## src/rtl/qpd_pkg.sv

```systemverilog
package qpd_pkg;

    typedef enum logic [1:0] {
        PD_HOLD = 2'd0,
        PD_LEAD = 2'd1,
        PD_LAG  = 2'd2
    } pd_dir_e;

    typedef struct packed {
        logic data;
        logic edg;
        logic quad;
    } pd_samp_s;

    typedef struct packed {
        pd_dir_e dir;
        logic    boost;
    } pd_vote_s;

    // Early/late rule on previous bit, edge sample and current bit.
    function automatic pd_dir_e classify(input logic prev, input logic edg, input logic cur);
        pd_dir_e d;
        if (prev == cur)      d = PD_HOLD;
        else if (edg == cur)  d = PD_LEAD;
        else                  d = PD_LAG;
        return d;
    endfunction

endpackage

```

## src/rtl/qpd_history.sv

```systemverilog
module qpd_history (
    input  logic clk_i,
    input  logic rst_i,
    input  logic bit_i,
    output logic prev_o,
    output logic primed_o
);
    always_ff @(posedge clk_i) begin
        if (rst_i) begin
            prev_o   <= 1'b0;
            primed_o <= 1'b0;
        end else begin
            prev_o   <= bit_i;
            primed_o <= 1'b1;
        end
    end
endmodule

```

## src/rtl/qpd_vote.sv

```systemverilog
module qpd_vote
    import qpd_pkg::*;
(
    input  logic     prev_i,
    input  logic     primed_i,
    input  pd_samp_s samp_i,
    output pd_vote_s vote_o
);
    pd_dir_e raw_dir;

    always_comb begin
        raw_dir      = classify(prev_i, samp_i.edg, samp_i.data);
        vote_o.dir   = primed_i ? raw_dir : PD_HOLD;
        vote_o.boost = (vote_o.dir != PD_HOLD) && (samp_i.quad != samp_i.data);
    end
endmodule

```

## src/rtl/qpd_drive.sv

```systemverilog
module qpd_drive
    import qpd_pkg::*;
(
    input  logic     clk_i,
    input  logic     rst_i,
    input  logic     en_i,
    input  pd_vote_s vote_i,
    output logic     lead_o,
    output logic     lag_o,
    output logic     lead_big_o,
    output logic     lag_big_o
);
    logic act_lead, act_lag;

    always_comb begin
        act_lead = en_i && (vote_i.dir == PD_LEAD);
        act_lag  = en_i && (vote_i.dir == PD_LAG);
    end

    always_ff @(posedge clk_i) begin
        if (rst_i) begin
            lead_o     <= 1'b0;
            lag_o      <= 1'b0;
            lead_big_o <= 1'b0;
            lag_big_o  <= 1'b0;
        end else begin
            lead_o     <= act_lead;
            lag_o      <= act_lag;
            lead_big_o <= act_lead && vote_i.boost;
            lag_big_o  <= act_lag && vote_i.boost;
        end
    end


    dir_excl_chk: assert property (@(posedge clk_i) disable iff (rst_i)
        !(lead_o && lag_o));


    big_lead_dir_chk: assert property (@(posedge clk_i) disable iff (rst_i)
        lead_big_o |-> lead_o);


    big_lag_dir_chk: assert property (@(posedge clk_i) disable iff (rst_i)
        lag_big_o |-> lag_o);


    gated_off_chk: assert property (@(posedge clk_i) disable iff (rst_i)
        !en_i |=> !(lead_o || lag_o || lead_big_o || lag_big_o));

endmodule

```

## src/rtl/qpd_top.sv

```systemverilog
module qpd_top
    import qpd_pkg::*;
(
    input  logic clk_i,
    input  logic rst_i,
    input  logic en_i,
    input  logic data_i,
    input  logic edge_i,
    input  logic quad_i,
    output logic rt_data_o,
    output logic lead_o,
    output logic lag_o,
    output logic lead_big_o,
    output logic lag_big_o
);
    pd_samp_s samp;
    pd_vote_s vote;
    logic     prev_bit;
    logic     primed;

    assign samp = '{data: data_i, edg: edge_i, quad: quad_i};

    qpd_history u_hist (
        .clk_i    (clk_i),
        .rst_i    (rst_i),
        .bit_i    (data_i),
        .prev_o   (prev_bit),
        .primed_o (primed)
    );

    assign rt_data_o = prev_bit;

    qpd_vote u_vote (
        .prev_i   (prev_bit),
        .primed_i (primed),
        .samp_i   (samp),
        .vote_o   (vote)
    );

    qpd_drive u_drive (
        .clk_i      (clk_i),
        .rst_i      (rst_i),
        .en_i       (en_i),
        .vote_i     (vote),
        .lead_o     (lead_o),
        .lag_o      (lag_o),
        .lead_big_o (lead_big_o),
        .lag_big_o  (lag_big_o)
    );


    retime_chk: assert property (@(posedge clk_i) disable iff (rst_i)
        1'b1 |=> (rt_data_o == $past(data_i)));


    flat_quiet_chk: assert property (@(posedge clk_i) disable iff (rst_i)
        (data_i == rt_data_o) |=> !(lead_o || lag_o || lead_big_o || lag_big_o));


    quad_agree_chk: assert property (@(posedge clk_i) disable iff (rst_i)
        (quad_i == data_i) |=> !(lead_big_o || lag_big_o));

endmodule

```

## config.mk

```make
export PLATFORM = sky130hd
export DESIGN_NAME = qpd_top
export DESIGN_NICKNAME = d
export VERILOG_FILES = /design/src/rtl/qpd_pkg.sv /design/src/rtl/qpd_history.sv /design/src/rtl/qpd_vote.sv /design/src/rtl/qpd_drive.sv /design/src/rtl/qpd_top.sv
export SDC_FILE = /design/constraint.sdc
export NUM_CORES = 1
export LEC_CHECK = 0
export ABC_AREA = 0
export BUFFER_PORTS_ARGS = -buffer_cell sky130_fd_sc_hd__clkbuf_2
export CAP_MARGIN = 20
export CORE_AREA = 2 2 39 41
export DETAILED_ROUTE_END_ITERATION = 7
export DIE_AREA = 0 0 41 43
export PLACE_DENSITY_LB_ADDON = 0.2
export SLEW_MARGIN = 20
export SYNTH_ARGS = -nofsm -noshare
export SYNTH_HDL_FRONTEND = slang
export SYNTH_SLANG_ARGS = --single-unit
export TNS_END_PERCENT = 50
```

## constraint.sdc

```tcl
create_clock -name clk_i -period 1.2 [get_ports clk_i]
set_input_delay 0.12 -clock clk_i [delete_from_list [all_inputs] [get_ports clk_i]]
set_output_delay 0.12 -clock clk_i [all_outputs]
set_load 0.005 [all_outputs]
```

# Yosys cells after proc, flatten, opt, wreduce, memory -nomap -nowiden
# Cells that the tools add are included.
# word_totals
register_bits,6
inputBits,6
wordCells,21
# classes
n_eq_ne,5
mux,4
reduce_logical,6
# ops
op,n
$mux 2,3
$logic_and 1x1->1,5
$eq 1x1->1,2
$eq 2x1->1 const B,1
$eq 2x2->1 const B,1
$reduce_bool 2->1,1
$mux 1,1
$ne 1x1->1,1

# Longest topological paths before layout
# Gate-level depths: netlist (run 1).
# depth
depth_word,7
mapped_depth,2
ltp_nobuf,2

# Hierarchy
# From an unflattened synthesis (run 1), not the netlist that was laid out.
# hier_totals
cells_unflattened,25
hier_area_um2,244.0
# by_module_without_submodules
mod,n_inst,cells_per_inst,area_each_um2
qpd_drive,1,12,121.4
qpd_vote,1,9,72.6
qpd_history,1,4,50.0

# Worst setup path after synthesis (run 1)
# OpenSTA, ideal clock, no wires.
# synth_timing
path_kind,reg2reg
from,register u_hist.prev_o
to,register u_drive.lag_big_o
setup_ps,70
t_arrival_ps,969
required_time_ps,1130
setup_slack_ps,161
stages_incl_launch_ff,3
path_buffers,0
synth_period_minus_slack_ps,1039
cell_sequence,dfxtp_1 -> or4b_1 -> a21oi_1
# synth_via
elab_chain_len,6
word_cells_on_any_way,8
classes_between,2 x eq/ne; 2 x mux; 4 x reduce/logical
# synth_lines
item,line_no,text
from (decl),qpd_history.sv:5,"output logic prev_o,"
from (signal assigned),qpd_history.sv:13,prev_o <= bit_i;
$eq 1x1->1 (*),qpd_pkg.sv:23,if (prev == cur) d = PD_HOLD;
$mux 2 (*),qpd_pkg.sv:23,
$mux 2 (*),qpd_vote.sv:13,vote_o.dir = primed_i ? raw_dir : PD_HOLD;
$eq 2x2->1 / $reduce_bool 2->1 (equally long branches),"qpd_drive.sv:17, qpd_vote.sv:14",
"$logic_and 1x1->1, on equally long branches","qpd_drive.sv:17, qpd_vote.sv:14",
$logic_and 1x1->1 (*),qpd_drive.sv:30,lag_big_o <= act_lag && vote_i.boost;
to (signal assigned),qpd_drive.sv:30,
to (decl),qpd_drive.sv:11,output logic lag_big_o
# Mark *: on every way between the ends. The rest lies on a longest branch, timed or not.
# A chain may end at the register's enable or synchronous reset.

# Final worst setup path (run 1)
# Same ends and word-level chain as after synthesis.

==> flow_metrics.env, run 1 <==
export IMPL_crit_path_end_kind="register"
export IMPL_antenna_found_initial=0
export IMPL_setup_violations=0
export IMPL_r2r_start="u_hist.prev_o"
export IMPL_run_status="finished, final reports clean"
export IMPL_finalHoldViolations=0
export IMPL_rows=14
export IMPL_clk_latency_ns=0.24
export IMPL_drtIter0Drc=0
export IMPL_dpl_hpwl_um=346
export IMPL_min_to="u_hist.primed_o"
export IMPL_post_cts_setup_buffers=0
export IMPL_synth_seq_area_share=0.519
export IMPL_final_seq_area_um2=120
export IMPL_wl_per_cell_um=8.82
export IMPL_max_clock_freq_mhz=926
export IMPL_crit_fanout=9
export IMPL_hp_start="rst_i"
export IMPL_synthToLayoutAreaGrowth_pct=40.0
export IMPL_dr_pass1_iters=1
export IMPL_ctsHoldBuffers=0
export IMPL_layout_common_cells="clkbuf_2 (10), dfxtp_1 (6), a21oi_1 (4), nand3b_1 (3), clkbuf_4 (3)"
export IMPL_ios=11
export IMPL_max_slew_worst_pin_slew_ns=0.211
export IMPL_initial_core_util=0.167
export IMPL_drv_cap=0
export IMPL_nets=42
export IMPL_finalWorstSetupSlack_ns=0.120
export IMPL_yosysWarnings=0
export IMPL_start_kind="register"
export IMPL_nFillCells=155
export IMPL_first_global_vias=196
export IMPL_fin_crit_ns=1.08
export IMPL_grt_max_degree=10
export IMPL_numCtsBuffers=3
export IMPL_worstHoldPathCells=2
export IMPL_path_clk_slew_ns=0.05
export IMPL_setup_tns_ns=0
export IMPL_r2r_setup_slack_ns=0.12
export IMPL_r2r_end="u_drive.lag_big_o"
export IMPL_maxSlewHeadroom=0.859
export IMPL_synth_seq_cells=6
export IMPL_cts_sinks=6
export IMPL_clockBufferDepth=2
export IMPL_fin_crit_sh=0.900
export IMPL_viasPerCell=4.12
export IMPL_postRouteAntennaNets=0
export IMPL_io_buffer_count=10
export IMPL_gp_congestion=0.670
export IMPL_hold_class="in -> reg"
export IMPL_htree_levels=1
export IMPL_synth_cells=21
export IMPL_drc=0
export IMPL_dp_slack_ns=0.128
export IMPL_avgSynthCellArea_um2=11.0
export IMPL_synth_area_um2=231
export IMPL_vdd_drop_max_v=0.000336
export IMPL_synth_net_count=27
export IMPL_die_w_um=41
export IMPL_powerDensity_nw_per_um2=1320
export IMPL_skew_ns=0.00280
export IMPL_cp_required_ns=1.37
export IMPL_die_area_um2=1760
export IMPL_ys_types=9
export IMPL_drv_slew=0
export IMPL_fp_coreArea_um2=1380
export IMPL_gr_usage_all_layers=0.0753
export IMPL_final_common_cell="clkbuf_2"
export IMPL_vias=206
export IMPL_path_class="reg -> reg"
export IMPL_power_uw=427
export IMPL_r2r_cells=2
export IMPL_grt_pass1_wl_um=793
export IMPL_drive_gt1_frac=0.382
export IMPL_cts_root_buf="clkbuf_4"
export IMPL_grt_overflow_total=0
export IMPL_fp_dieH_um=43
export IMPL_cts_tree="built"
export IMPL_ctsResizeCount=0
export IMPL_multi_input_area_um2=108
export IMPL_rsz0062_at_grt="no"
export IMPL_wirelength_um=441
export IMPL_diodes=0
export IMPL_power_leakage_nw=0.134
export IMPL_arrival_ns=1.25
critical path, cell delays in order (launching register included):
cell and delay [ns]:
dfxtp_1 0.36, or4b_1 0.51, a21oi_1 0.14
worst max path at each step:
stage | start | endpoint | cells past startpoint
after floorplan | u_hist.prev_o | u_drive.lag_big_o | 2
after global placement | u_hist.prev_o | u_drive.lag_big_o | 2
after detailed placement | u_hist.prev_o | u_drive.lag_big_o | 2
final | u_hist.prev_o | u_drive.lag_big_o | 2
after global routing | u_hist.prev_o | u_drive.lag_big_o | 2
after CTS | u_hist.prev_o | u_drive.lag_big_o | 2
state kept, by name, summed over array words and instances (netlist names):
signal              flops
u_drive.lag_o           1
u_drive.lag_big_o       1
u_drive.lead_big_o      1
u_hist.prev_o           1
u_hist.primed_o         1
u_drive.lead_o          1
logic make-up after synthesis:
logic type | share of synthesized area
simple gates | 0.378
buf+inv | 0.0162
flops | 0.519
compound gates | 0.0865
metrics by stage:
step,hold WS (ns),utilization,instances,instance area (um2)
2_1_floorplan,0.177,-,21,231
6_report,0.0459,0.234,50,324
3_3_place_gp,0.291,0.218,47,302
3_5_place_dp,0.297,0.218,47,302
5_1_grt,0.0597,0.234,50,324
4_1_cts,0.0393,0.234,50,324
cells in the mapped netlist:
library cell  instances  area (um2)
a21oi_1               4        20.0
dfxtp_1               6         120
inv_1                 1        3.75
nand3b_1              3        22.5
nand4b_1              1        8.76
nand4bb_1             2        22.5
nor2b_1               1        6.26
or3b_1                2        17.5
or4b_1                1        10.0
cell type report:
| type | instances | share of cell area |
|---|---|---|
| sequential | 6 | 0.371 |
| multi-input combinational | 14 | 0.332 |
| timing repair buffer | 10 | 0.154 |
| clock buffer | 3 | 0.0695 |
| tap | 16 | 0.0618 |
| inverter | 1 | 0.0116 |
where the power goes:
group          internal (mW)  total (mW)  switching, mW
Sequential             0.206       0.209        0.00378
Combinational         0.0184      0.0333         0.0149
Clock                  0.113       0.184         0.0713
Total                  0.337       0.427         0.0900
metal layers:
layer,share of wire,global-route usage,up-vias
li1,-,-,108
met1,0.42,0.0900,92
met2,0.48,0.0813,6
met3,0.093,0.0314,0
met4,0,0.100,0
met5,0,0,-
Note: power is estimated with default switching activity, not from simulation.
==> run 2: changes to the inputs <==
==> constraint.sdc (replaced) <==
create_clock -name clk_i -period 1.1 [get_ports clk_i]
set_input_delay 0.11 -clock clk_i [delete_from_list [all_inputs] [get_ports clk_i]]
set_output_delay 0.11 -clock clk_i [all_outputs]
set_load 0.005 [all_outputs]
==> run 2 against run 1 <==
  * Global-route usage shrank 0.29 points
  * Worst hold slack got worse by 0.013 ns
  * Total power grew 11%
  * Sequential power is 9% higher
  * Critical path depth did not move
  * Utilization is 0.54 points higher
  * Critical endpoint unchanged
  * Largest cell class unchanged
==> flow_metrics.env, run 2 (synthesis results as in run 1) <==
export IMPL_viasPerCell=4.18
export IMPL_max_clock_freq_mhz=968
export IMPL_cp_required_ns=1.28
export IMPL_die_area_um2=1760
export IMPL_crit_buf_inv=0
export IMPL_r2r_start="u_hist.prev_o"
export IMPL_nets=43
export IMPL_crit_fanout=4
export IMPL_drive_gt1_frac=0.400
export IMPL_r2r_end="u_drive.lag_big_o"
export IMPL_arrival_ns=1.21
export IMPL_path_class="reg -> reg"
export IMPL_first_global_vias=177
export IMPL_powerDensity_nw_per_um2=1430
export IMPL_start_kind="register"
export IMPL_ctsResizeCount=0
export IMPL_wirelength_um=477
export IMPL_gr_usage_met3=0.0681
export IMPL_setup_tns_ns=0
export IMPL_grt_overflow_total=0
export IMPL_clk_latency_ns=0.25
export IMPL_rsz0062_at_grt="no"
export IMPL_crit_chain="or4b_1, a21oi_1"
export IMPL_antenna_found_initial=0
export IMPL_fp_coreArea_um2=1380
export IMPL_post_cts_setup_buffers=0
export IMPL_grt_met1_usage=0.0809
export IMPL_cts_sinks=6
export IMPL_ios=11
export IMPL_crit_path_end_kind="register"
export IMPL_r2r_setup_slack_ns=0.07
export IMPL_power_leakage_nw=0.139
export IMPL_fin_crit_ns=1.03
export IMPL_drv_slew=0
export IMPL_dp_slack_ns=0.0631
export IMPL_hold_class="in -> reg"
export IMPL_maxSlewHeadroom=0.880
export IMPL_postRouteAntennaNets=0
export IMPL_setup_violations=0
export IMPL_worstHoldPathCells=2
export IMPL_cts_root_buf="clkbuf_4"
export IMPL_final_common_cell="clkbuf_2"
export IMPL_vdd_drop_max_v=0.000447
export IMPL_grt_max_degree=10
export IMPL_vias=213
export IMPL_fp_dieH_um=43
export IMPL_hp_start="rst_i"
export IMPL_initial_core_util=0.167
export IMPL_finalHoldViolations=0
export IMPL_die_w_um=41
export IMPL_gr_usage_all_layers=0.0724
export IMPL_drv_cap=0
export IMPL_critPathMaxStageDelay_ns=0.50
export IMPL_clockBufferDepth=2
export IMPL_path_clk_slew_ns=0.05
export IMPL_dr_pass1_iters=4
export IMPL_diodes=0
export IMPL_cts_tree="built"
export IMPL_io_buffer_count=10
export IMPL_min_to="u_hist.primed_o"
export IMPL_gp_congestion=0.731
export IMPL_synthToLayoutAreaGrowth_pct=43.2
export IMPL_fin_crit_sh=0.939
export IMPL_finalWorstSetupSlack_ns=0.0668
export IMPL_ctsHoldBuffers=0
export IMPL_r2r_cells=2
export IMPL_wl_per_cell_um=9.35
export IMPL_rows=14
export IMPL_drc=0
export IMPL_htree_levels=1
export IMPL_grt_pass1_wl_um=752
export IMPL_run_status="finished, final reports clean"
export IMPL_max_slew_worst_pin_slew_ns=0.179
export IMPL_numCtsBuffers=3
export IMPL_cpLargestDelayFamily="simple AND/OR/NAND/NOR gates"
export IMPL_use_met2=0.0688
export IMPL_skew_ns=0.00277
export IMPL_cp_slowest_cell="or4b_1"
export IMPL_layout_common_cells="clkbuf_2 (10), dfxtp_1 (6), a21oi_1 (4), nand3b_1 (3), clkbuf_4 (3)"
export IMPL_busiest_layer="met1"
export IMPL_drtIter0Drc=4
==> run 2: power breakdown <==
group	leakage [nW]	internal (mW)	total, mW	switching [mW]
Combinational	0.0759	0.0224	0.0416	0.0191
Sequential	0.0491	0.224	0.227	0.00242
Clock	0.0138	0.124	0.205	0.0810
==> run 2: how the worst max path moves through the flow <==
stage	from	to	slack, ns	depth (start not counted)
detailed placement	u_hist.prev_o	u_drive.lag_big_o	0.06	2
finish	u_hist.prev_o	u_drive.lag_big_o	0.07	2
floorplan	u_hist.prev_o	u_drive.lag_big_o	0.06	2
global placement	u_hist.prev_o	u_drive.lag_big_o	0.1	2
CTS	u_hist.prev_o	u_drive.lag_big_o	0.06	2
global route	u_hist.prev_o	u_drive.lag_big_o	0.04	2
==> run 2: layer usage <==
| metal | part of all wire | vias to the layer above |
|---|---|---|
| met5 | 0 | - |
| met2 | 0.44 | 11 |
| met4 | 0 | 0 |
| met3 | 0.15 | 0 |
| met1 | 0.42 | 92 |
| li1 | - | 110 |
==> run 2: final cells by class <==
| type | instances | area, um2 |
|---|---|---|
| Sequential cell | 6 | 120 |
| Clock buffer | 3 | 22.5 |
| Tap cell | 16 | 20.0 |
| Timing Repair Buffer | 11 | 57.6 |
| Fill cell | 153 | 1050 |
| Multi-Input combinational cell | 14 | 108 |
| Inverter | 1 | 3.75 |
==> run 2: stage by stage <==
step	util	power, mW	cell area, um2	std cells	hold WS, ns
2_1_floorplan	-	0.248	231	21	0.167
5_1_grt	0.240	0.505	332	51	0.0400
3_3_place_gp	0.223	0.272	309	48	0.282
4_1_cts	0.240	0.486	332	51	0.0265
6_report	0.240	0.473	332	51	0.0332
3_5_place_dp	0.223	0.273	309	48	0.286
==> run 3: changes to the inputs <==
--- a/config.mk
+++ b/config.mk
@@ -11,7 +11,7 @@
 export CORE_AREA = 2 2 39 41
 export DETAILED_ROUTE_END_ITERATION = 7
 export DIE_AREA = 0 0 41 43
-export PLACE_DENSITY_LB_ADDON = 0.2
+export PLACE_DENSITY = 0.35
 export SLEW_MARGIN = 20
 export SYNTH_ARGS = -nofsm -noshare
 export SYNTH_HDL_FRONTEND = slang
==> run 3 against run 2 <==
  * Register-to-register slack is essentially flat
  * Design area grew 0.38%
  * Non-clock buffer count is the same
  * Fmax shrank 0.84%
  * First-iteration DRC count grew 25%
  * Sequential power is essentially flat
  * Flip-flop and latch count is the same
  * Via count shrank 1.4%
  * Final cell count is the same
  * Clock skew grew 0.0019 ns
  * Global-route usage shrank 0.60 points
  * Count of clock-buffer cells in the layout is the same
  * Highest routed layer is now met4
==> flow_metrics.env, run 3 (synthesis results as in run 1) <==
export IMPL_initial_core_util=0.167
export IMPL_crit_chain="or4b_1, a21oi_1"
export IMPL_fp_dieH_um=43
export IMPL_ios=11
export IMPL_wirelength_um=476
export IMPL_wl_per_cell_um=9.33
export IMPL_vias=210
export IMPL_crit_path_end_kind="register"
export IMPL_grt_overflow_total=0
export IMPL_power_uw=471
export IMPL_cts_root_buf="clkbuf_4"
export IMPL_postRouteAntennaNets=0
export IMPL_cp_slowest_cell="or4b_1"
export IMPL_min_to="u_hist.primed_o"
export IMPL_r2r_end="u_drive.lag_big_o"
export IMPL_grt_max_degree=10
export IMPL_cell_internal_pwr_uw=370
export IMPL_rsz0062_at_grt="no"
export IMPL_clk_latency_ns=0.24
export IMPL_crit_fanout=7
export IMPL_power_leakage_nw=0.139
export IMPL_r2r_cells=2
export IMPL_finalHoldViolations=0
export IMPL_drive_gt1_frac=0.429
export IMPL_path_class="reg -> reg"
export IMPL_gr_usage_all_layers=0.0665
export IMPL_drv_slew=0
export IMPL_gp_congestion=0.748
export IMPL_path_clk_slew_ns=0.05
export IMPL_clockPowerShare=0.430
export IMPL_hold_class="in -> reg"
export IMPL_r2r_start="u_hist.prev_o"
export IMPL_skew_ns=0.00464
export IMPL_setup_tns_ns=0
export IMPL_post_cts_setup_buffers=0
export IMPL_grt_pass1_wl_um=738
export IMPL_diodes=0
export IMPL_fin_crit_ns=1.04
export IMPL_fp_coreArea_um2=1380
export IMPL_cp_required_ns=1.28
export IMPL_viasPerCell=4.12
export IMPL_r2r_setup_slack_ns=0.06
export IMPL_die_w_um=41
export IMPL_arrival_ns=1.22
export IMPL_io_buffer_count=10
export IMPL_numCtsBuffers=3
export IMPL_run_status="finished, final reports clean"
export IMPL_pwr_share_seq=0.484
export IMPL_synthToLayoutAreaGrowth_pct=43.8
export IMPL_antenna_found_initial=0
export IMPL_die_area_um2=1760
export IMPL_start_kind="register"
export IMPL_fin_crit_sh=0.947
export IMPL_p_sw_frac=0.214
export IMPL_nets=43
export IMPL_vdd_drop_max_v=0.000335
export IMPL_worstHoldPathCells=2
export IMPL_nFillCells=157
export IMPL_drc=0
export IMPL_p_comb_frac=0.085
export IMPL_power_switching_uw=101
export IMPL_max_slew_worst_pin_slew_ns=0.171
export IMPL_maxSlewHeadroom=0.886
export IMPL_critPathMaxStageDelay_ns=0.50
export IMPL_powerDensity_nw_per_um2=1420
export IMPL_cts_sinks=6
export IMPL_drv_cap=0
export IMPL_setup_violations=0
export IMPL_rows=14
export IMPL_max_clock_freq_mhz=960
export IMPL_first_global_vias=196
export IMPL_final_util=0.241
export IMPL_htree_levels=1
export IMPL_cts_tree="built"
export IMPL_final_common_cell="clkbuf_2"
export IMPL_clockBufferDepth=2
export IMPL_drtIter0Drc=5
export IMPL_layout_common_cells="clkbuf_2 (10), dfxtp_1 (5), a21oi_1 (4), nand3b_1 (3), clkbuf_4 (3)"
export IMPL_hp_start="rst_i"
export IMPL_dr_pass1_iters=4
==> run 3: cell types whose count changed in the layout (fill, tap and decap cells not counted) <==
cell     delta
dfxtp_1     -1
dfxtp_2     +1
==> run 3: timing repair <==
item	in CTS	in global routing
endpoints found under the setup margin	0	1
hold buffers	0	0
resized for setup	0	1
==> run 3: power groups by stage <==
stage	Clock (mW)	Combinational [mW]	Sequential, mW
after floorplan	0	0.0154	0.232
after global placement	0	0.0411	0.232
after detailed placement	0	0.0408	0.232
after CTS	0.212	0.0409	0.228
after global routing	0.226	0.0450	0.228
final	0.203	0.0402	0.228
==> run 3: worst max-delay path by stage <==
stage / end / slack (ns) / cells after the start / start
CTS: u_drive.lag_big_o / 0.04 / 2 / u_hist.prev_o
global route: u_drive.lag_big_o / 0.02 / 2 / u_hist.prev_o
detailed placement: u_drive.lag_big_o / 0.05 / 2 / u_hist.prev_o
floorplan: u_drive.lag_big_o / 0.06 / 2 / u_hist.prev_o
global placement: u_drive.lag_big_o / 0.06 / 2 / u_hist.prev_o
finish: u_drive.lag_big_o / 0.06 / 2 / u_hist.prev_o
==> run 3: metal layers <==
metal / vias to the layer above / share of wire / GRT usage
li1: 107 / - / -
met1: 92 / 0.38 / 0.0714
met2: 9 / 0.48 / 0.0875
met3: 2 / 0.12 / 0.0366
met4: 0 / 0.011 / 0.0600
met5: - / 0 / 0
==> run 3: layout make-up <==
| type | count | area, um2 | area share |
|---|---|---|---|
| Tap cell | 16 | 20.0 | 0.0602 |
| Timing Repair Buffer | 11 | 57.6 | 0.173 |
| Sequential cell | 6 | 121 | 0.365 |
| Clock buffer | 3 | 22.5 | 0.0677 |
| Inverter | 1 | 3.75 | 0.0113 |
| Multi-Input combinational cell | 14 | 108 | 0.323 |
==> run 3: through the flow <==
stage	cells	setup slack (ns)	hold slack, ns	area, um2
floorplan	21	0.0614	0.167	231
global placement	48	0.0594	0.284	309
detailed placement	48	0.0475	0.288	309
CTS	51	0.0354	0.0375	332
global route	51	0.0163	0.0497	333
finish	51	0.0581	0.0413	333
==> run 3: critical path: cells and delay by family, from the launching register on <==
family	cells	cell delay, ns
compound gates	1	0.14
simple gates	1	0.50
flops	1	0.34
